===== config.mk =====
export PLATFORM = sky130hd
export DESIGN_NAME = axi_id_evt_filter
export DESIGN_NICKNAME = d
export VERILOG_FILES = /design/src/rtl/axi_id_evt_pkg.sv /design/src/rtl/flt_cfg_regs.sv /design/src/rtl/flt_id_lane.sv /design/src/rtl/axi_id_evt_filter.sv
export SDC_FILE = /design/constraint.sdc
export NUM_CORES = 1
export LEC_CHECK = 0
export BUFFER_PORTS_ARGS = -buffer_cell sky130_fd_sc_hd__buf_2
export CELL_PAD_IN_SITES_DETAIL_PLACEMENT = 0
export CELL_PAD_IN_SITES_GLOBAL_PLACEMENT = 1
export CORE_UTILIZATION = 35
export DETAILED_ROUTE_END_ITERATION = 8
export PLACE_DENSITY = 0.83
export SYNTH_ARGS = -nofsm -noshare
export SYNTH_HDL_FRONTEND = slang
export SYNTH_SLANG_ARGS = --single-unit

===== constraint.sdc =====
create_clock -name clk -period 2 [get_ports clk]
set_input_delay 0.2 -clock clk [delete_from_list [all_inputs] [get_ports clk]]
set_output_delay 0.2 -clock clk [all_outputs]
set_load 0.005 [all_outputs]

===== src/rtl/axi_id_evt_pkg.sv =====
package axi_id_evt_pkg;
  localparam int unsigned FLT_ID_W   = 18;
  localparam int unsigned FLT_DATA_W = 32;
  localparam int unsigned FLT_LANES  = 3;

  // Lane order: read transaction, write transaction, read beat.
  typedef enum logic [1:0] {
    LANE_RD_TXN  = 2'd0,
    LANE_WR_TXN  = 2'd1,
    LANE_RD_BEAT = 2'd2
  } lane_e;

  // Byte offsets decoded by software.
  localparam logic [7:0] OFS_CTRL  = 8'h00;
  localparam logic [7:0] OFS_MATCH = 8'h04;

  // Enable bit positions in the control register, indexed by lane.
  localparam int unsigned EN_BIT_RD_TXN  = 31;
  localparam int unsigned EN_BIT_WR_TXN  = 30;
  localparam int unsigned EN_BIT_RD_BEAT = 29;

  typedef struct packed {
    logic [FLT_LANES-1:0] en;
    logic [FLT_ID_W-1:0]  mask;
    logic [FLT_ID_W-1:0]  match;
  } flt_cfg_t;

  function automatic logic id_hit(input logic [FLT_ID_W-1:0] id,
                                  input logic [FLT_ID_W-1:0] match,
                                  input logic [FLT_ID_W-1:0] mask);
    return ((id ^ match) & mask) == '0;
  endfunction
endpackage


===== src/rtl/flt_cfg_regs.sv =====
module flt_cfg_regs
  import axi_id_evt_pkg::*;
#(
  parameter int unsigned ADDR_W = 8,
  parameter int unsigned DATA_W = FLT_DATA_W,
  parameter int unsigned ID_W   = FLT_ID_W
) (
  input  logic              clk,
  input  logic              rst_n,
  input  logic              we,
  input  logic [ADDR_W-1:0] addr,
  input  logic [DATA_W-1:0] wdata,
  output logic [DATA_W-1:0] rdata,
  output logic [2:0]        en,
  output logic [ID_W-1:0]   mask,
  output logic [ID_W-1:0]   match
);
  localparam logic [ADDR_W-1:0] A_CTRL  = ADDR_W'(OFS_CTRL);
  localparam logic [ADDR_W-1:0] A_MATCH = ADDR_W'(OFS_MATCH);

  logic sel_ctrl, sel_match;
  assign sel_ctrl  = (addr == A_CTRL);
  assign sel_match = (addr == A_MATCH);

  always_ff @(posedge clk) begin
    if (!rst_n) begin
      en    <= '0;
      mask  <= '0;
      match <= '0;
    end else if (we) begin
      if (sel_ctrl) begin
        en[LANE_RD_TXN]  <= wdata[EN_BIT_RD_TXN];
        en[LANE_WR_TXN]  <= wdata[EN_BIT_WR_TXN];
        en[LANE_RD_BEAT] <= wdata[EN_BIT_RD_BEAT];
        mask             <= wdata[ID_W-1:0];
      end
      if (sel_match) begin
        match <= wdata[ID_W-1:0];
      end
    end
  end

  always_comb begin
    rdata = '0;
    if (sel_ctrl) begin
      rdata[ID_W-1:0]       = mask;
      rdata[EN_BIT_RD_TXN]  = en[LANE_RD_TXN];
      rdata[EN_BIT_WR_TXN]  = en[LANE_WR_TXN];
      rdata[EN_BIT_RD_BEAT] = en[LANE_RD_BEAT];
    end else if (sel_match) begin
      rdata[ID_W-1:0] = match;
    end
  end
endmodule


===== src/rtl/flt_id_lane.sv =====
module flt_id_lane
  import axi_id_evt_pkg::*;
#(
  parameter int unsigned ID_W = FLT_ID_W
) (
  input  logic            clk,
  input  logic            rst_n,
  input  logic            valid,
  input  logic            ready,
  input  logic [ID_W-1:0] id,
  input  logic [ID_W-1:0] match,
  input  logic [ID_W-1:0] mask,
  input  logic            enable,
  output logic            fire,
  output logic            hit,
  output logic            pulse
);
  assign fire = valid & ready;
  assign hit  = id_hit(id, match, mask);

  always_ff @(posedge clk) begin
    if (!rst_n) pulse <= 1'b0;
    else        pulse <= fire & hit & enable;
  end
endmodule


===== src/rtl/axi_id_evt_filter.sv =====
module axi_id_evt_filter
  import axi_id_evt_pkg::*;
#(
  parameter int unsigned ID_W   = FLT_ID_W,
  parameter int unsigned ADDR_W = 8,
  parameter int unsigned DATA_W = FLT_DATA_W
) (
  input  logic              clk,
  input  logic              rst_n,
  input  logic              cfg_we,
  input  logic [ADDR_W-1:0] cfg_addr,
  input  logic [DATA_W-1:0] cfg_wdata,
  output logic [DATA_W-1:0] cfg_rdata,
  input  logic              ar_valid,
  input  logic              ar_ready,
  input  logic [ID_W-1:0]   ar_id,
  input  logic              aw_valid,
  input  logic              aw_ready,
  input  logic [ID_W-1:0]   aw_id,
  input  logic              r_valid,
  input  logic              r_ready,
  input  logic [ID_W-1:0]   r_id,
  output logic              evt_rd_txn,
  output logic              evt_wr_txn,
  output logic              evt_rd_beat
);
  localparam int unsigned LANES = FLT_LANES;

  logic [LANES-1:0] lane_en;
  logic [ID_W-1:0]  cfg_mask;
  logic [ID_W-1:0]  cfg_match;

  flt_cfg_regs #(.ADDR_W(ADDR_W), .DATA_W(DATA_W), .ID_W(ID_W)) u_regs (
    .clk   (clk),
    .rst_n (rst_n),
    .we    (cfg_we),
    .addr  (cfg_addr),
    .wdata (cfg_wdata),
    .rdata (cfg_rdata),
    .en    (lane_en),
    .mask  (cfg_mask),
    .match (cfg_match)
  );

  logic [LANES-1:0] ch_valid, ch_ready, hs_fire, id_match, lane_pulse;
  logic [ID_W-1:0]  ch_id [LANES];

  assign ch_valid = {r_valid, aw_valid, ar_valid};
  assign ch_ready = {r_ready, aw_ready, ar_ready};
  assign ch_id[LANE_RD_TXN]  = ar_id;
  assign ch_id[LANE_WR_TXN]  = aw_id;
  assign ch_id[LANE_RD_BEAT] = r_id;

  for (genvar g = 0; g < LANES; g++) begin : g_lane
    flt_id_lane #(.ID_W(ID_W)) u_lane (
      .clk    (clk),
      .rst_n  (rst_n),
      .valid  (ch_valid[g]),
      .ready  (ch_ready[g]),
      .id     (ch_id[g]),
      .match  (cfg_match),
      .mask   (cfg_mask),
      .enable (lane_en[g]),
      .fire   (hs_fire[g]),
      .hit    (id_match[g]),
      .pulse  (lane_pulse[g])
    );
  end

  assign evt_rd_txn  = lane_pulse[LANE_RD_TXN];
  assign evt_wr_txn  = lane_pulse[LANE_WR_TXN];
  assign evt_rd_beat = lane_pulse[LANE_RD_BEAT];
endmodule


==> results.md <==
Run status:
- The run finished with clean final reports.

GRT:
- The global-route track usage on met2 is 0.328.
- For met3 alone, demand over resource in global routing was 0.0421.
- Entering global routing, the biggest net connects 37 pins.
- The number of antenna violations at the first check in global routing is 0.
- In the global route stage, overall resource usage came out at 0.186.
- The number of global-route vias before repair is 2395.
- Summed over all layers, the global routing overflow is 0.
- met2 is the most crowded layer.
- The first-pass GRT wire length is 12100 microns.
- The global routing met1 resource utilization is 0.229.

Clock network:
- The root buffer cell chosen for the clock tree is sky130_fd_sc_hd__clkbuf_8.
- The clock transition time at the flip-flop clock pins of the worst setup and hold paths is 90 ps.
- For this design, the sink count on the clock tree is 42.
- For this design, the CTS-stage hold fixing added 0 buffers.
- In this run the post-CTS setup repair buffer count came out at 0.
- The CTS tree is done.
- The number of gates given a new drive strength after cts is 0.
- In this run, CTS created clock tree buffers numbering 5.
- Clock latency on the worst-skew pair, taken at its later pin, is 300 ps.
- The largest buffer count on any clock path is 2.
- The number of levels the H-tree was split into is 2.

Floorplanning:
- The die area is 8170 sq um.
- For this design the top-level I/O count stands at 138.
- The region available for standard cell placement spans 7410 sq um.
- The die extent in x is 90.4 microns.
- The number of placement rows is 31.
- The initial cell density of the core is 0.369.
- The floorplan die height is 90.4 microns.

Timing:
- Setup repair after global routing left no endpoint under its margin.
- The final max-slew violation count came to 0.
- The number of hold violations in the final report is 0.
- The ratio of final minimum period to clock period is 0.829.
- The total of endpoints with negative setup slack in the final report is 0.
- Clock skew on the completed layout was measured at 10.7 ps.
- The setup TNS is 0 ps.
- The maximum clock frequency is 603 MHz.
- The worst path needs 1660 ps of the cycle, external delays included.

Power:
- The maximum resistive drop on vdd is 0.279 mV.
- Overall power consumption after layout is estimated at 1.60 mW.
- Power spread over the standard cell area amounts to 472 nW/um^2.
- The reported leakage power is 1.54 nW.

Setup path:
- Counting stages on the worst path, the most repeated cell is sky130_fd_sc_hd__buf_2.
- The highest net fanout along the worst path is 36.
- Traced cell by cell, the critical path runs through buf_2, nor3_1, and3_1, buf_12, a22o_1, buf_2.
- In this run the critical register-to-register path is launched from u_regs.match[5].
- The kind of cell with the highest combined delay along the critical path is simple AND/OR/NAND/NOR gates.
- The highest cell delay on the worst timing path is 360 ps.
- The worst setup path is captured at an output pin.
- The number of cells on the worst reg-to-reg path is 4.
- The worst flop-to-flop path endpoint is g_lane[0].u_lane.pulse.
- The number of buffers and inverters on the critical path is 3.
- The critical path is of the in -> out type.
- The slowest library cell on the worst path is sky130_fd_sc_hd__nor3_1.
- The arrival time of the worst setup path is 1460 ps.
- The category of the worst setup path launch point is a primary input.
- The setup check on the worst reg-to-reg path leaves a slack of 660 ps.
- For the worst setup path, the data required time is 1800 ps.

Logic synthesis:
- The commonest cells after synthesis are 54 x sky130_fd_sc_hd__xor2_1, 42 x sky130_fd_sc_hd__dfxtp_1, 24 x sky130_fd_sc_hd__a22o_1.
- Of all cell types, the one taking the most synthesized area is sky130_fd_sc_hd__dfxtp_1.
- The part of the Yosys area used for sequential elements is 0.307.
- The number of synthesis warnings is 0.
- By area the synthesized netlist is led by sky130_fd_sc_hd__dfxtp_1 31%, sky130_fd_sc_hd__xor2_1 17%, sky130_fd_sc_hd__mux2i_1 7.7%.
- The fraction of synthesis flops using an asynchronous set or reset pin is 0.
- The share of synthesized area in the top cell type comes to 0.307.
- The prevailing post-synth register cell is sky130_fd_sc_hd__dfxtp_1.
- The number of flops mapped to enable cells by yosys is 0.
- The count of different cell masters after synthesis is 27.
- Yosys instantiated no cell more often than sky130_fd_sc_hd__xor2_1.
- Synthesis handed over a netlist of 302 instances.
- A synthesized cell averages 9.06 sq um.
- After synthesis the cells add up to 2740 sq um.
- After synthesis the netlist holds a flip-flop and latch count of 42.

Final layout:
- In the final layout, the share of cells above drive strength 1 is 0.328.
- The count of cells in the finished layout, fillers not included, comes to 495.
- The number of nets in the layout is 498.
- The number of diodes added for antenna fixing is 0.
- The relative area change from synthesis to final layout is 23.7%.
- For this run, the share of the core covered by cells in the final layout is 0.457.
- The post-route cell area is 3380 sq um.

Worst hold path:
- The worst hold path belongs to the class in -> reg.
- The count of cells along the worst hold path is 3.
- The endpoint of the worst hold path is u_regs.match[12].
- The startpoint identified for the worst hold timing path is cfg_wdata[12].

Detailed routing:
- For this run, design rule violations remaining after detail routing come to 0.
- Dividing the detail-routed via count by the number of cells gives 5.04.
- Once detail routing completed, the nets flagged for antenna violations numbered 0.
- The first routing iteration left 145 violations.
- Across all layers, the routed design uses 2495 vias.
- The post-detailed-routing wire length is 7750 microns.
- The number of search-and-repair iterations in the first detailed-routing pass is 4.
- The wire length per cell after detailed routing is 15.7 microns.

Place:
- The number of cells after detailed placement is 487.
- Once detailed placement completed, the half-perimeter wirelength came to 5890 microns.
- At the end of routability-driven placement, the weighted congestion stood at 0.902.
- The number of buffers added on ports is 115.
- The area of placed instances is 3290 sq um.

Run:
- The number of max-capacitance violations reported is 0.
[cell type report]
cell class	instances	area, sq um
multi-input combinational	225	1670
clock buffer	5	68.8
sequential	42	841
tap	99	124
timing repair buffer	121	658
fill	755	4030
clock inverter	3	21.3
[where the power goes]
part	internal (mW)	switching, mW
registers	0.836	0.00149
logic	0.102	0.0915
clock network	0.246	0.320
total	1.18	0.413
[logic make-up (layout without fill, tap and decap cells)]
group | count (synthesis) | in the layout | synth area share
other | 1 | 11 | 0.00137
multiplexers | 21 | 21 | 0.0769
AO/OA/AOI/OAI | 63 | 63 | 0.187
buffers and inverters | 45 | 129 | 0.0956
flip-flops | 42 | 42 | 0.307
AND/OR/NAND/NOR | 76 | 76 | 0.159
XOR/XNOR | 54 | 54 | 0.173
[worst max path at each step]
stage,from,end,slack [ps],cells past startpoint
detailed placement,cfg_addr[1],cfg_rdata[12],360,6
global route,cfg_addr[3],cfg_rdata[12],290,7
global placement,cfg_addr[3],cfg_rdata[12],390,6
CTS,cfg_addr[3],cfg_rdata[12],350,6
finish,cfg_addr[3],cfg_rdata[12],340,6
floorplan,cfg_addr[1],cfg_rdata[10],660,5
[layer usage]
metal  up-vias  wire [microns]  share of wire
met5         -               0              0
met4         0              94          0.012
met3        11             500          0.065
met2       104            3770           0.49
met1      1161            3390           0.44
li1       1219               -              -
[cells in the final DEF, fill, tap and decap left out]
cell type / Yosys / layout
sky130_fd_sc_hd__clkinv_2: 0 / 1
sky130_fd_sc_hd__clkinvlp_4: 0 / 1
sky130_fd_sc_hd__buf_4: 15 / 3
sky130_fd_sc_hd__a222oi_1: 3 / 3
sky130_fd_sc_hd__nor4_4: 1 / 1
sky130_fd_sc_hd__a21oi_1: 3 / 3
sky130_fd_sc_hd__a21boi_1: 12 / 12
sky130_fd_sc_hd__a22oi_1: 9 / 9
sky130_fd_sc_hd__nand3_1: 18 / 18
sky130_fd_sc_hd__a22o_1: 24 / 24
sky130_fd_sc_hd__and4b_1: 1 / 1
sky130_fd_sc_hd__buf_2: 3 / 115
sky130_fd_sc_hd__mux2i_1: 21 / 21
sky130_fd_sc_hd__nor3_1: 1 / 1
sky130_fd_sc_hd__buf_12: 2 / 3
sky130_fd_sc_hd__nand2_1: 19 / 19
sky130_fd_sc_hd__dfxtp_1: 42 / 42
sky130_fd_sc_hd__and2_1: 3 / 3
sky130_fd_sc_hd__nor2_1: 1 / 1
sky130_fd_sc_hd__clkinv_4: 0 / 1
sky130_fd_sc_hd__nand4_1: 4 / 4
sky130_fd_sc_hd__a21boi_0: 6 / 6
sky130_fd_sc_hd__a221oi_1: 6 / 6
sky130_fd_sc_hd__and4_1: 6 / 6
sky130_fd_sc_hd__xor2_1: 54 / 54
sky130_fd_sc_hd__conb_1: 1 / 11
sky130_fd_sc_hd__nor2b_1: 21 / 21
sky130_fd_sc_hd__and3_1: 1 / 1
sky130_fd_sc_hd__clkbuf_8: 0 / 5
[metrics by stage]
stage	hold slack, ps	setup WS, ps
final	149	341
after CTS	145	352
after floorplan	346	665
after detailed placement	471	357
after global placement	466	388
after global routing	157	287
[flip-flops by register name, summed over array words and instances (netlist names)]
signal,flops
u_regs.mask,18
u_regs.en,3
u_regs.match,18
g_lane.u_lane.pulse,3
[worst reg2reg max path: cells and delay by family (launching register included)]
family / cells / cell delay [ps]
compound gates: 2 / 500
xor+xnor: 1 / 180
flops: 1 / 380
simple gates: 1 / 230
Note: power is estimated with default switching activity, not from simulation.
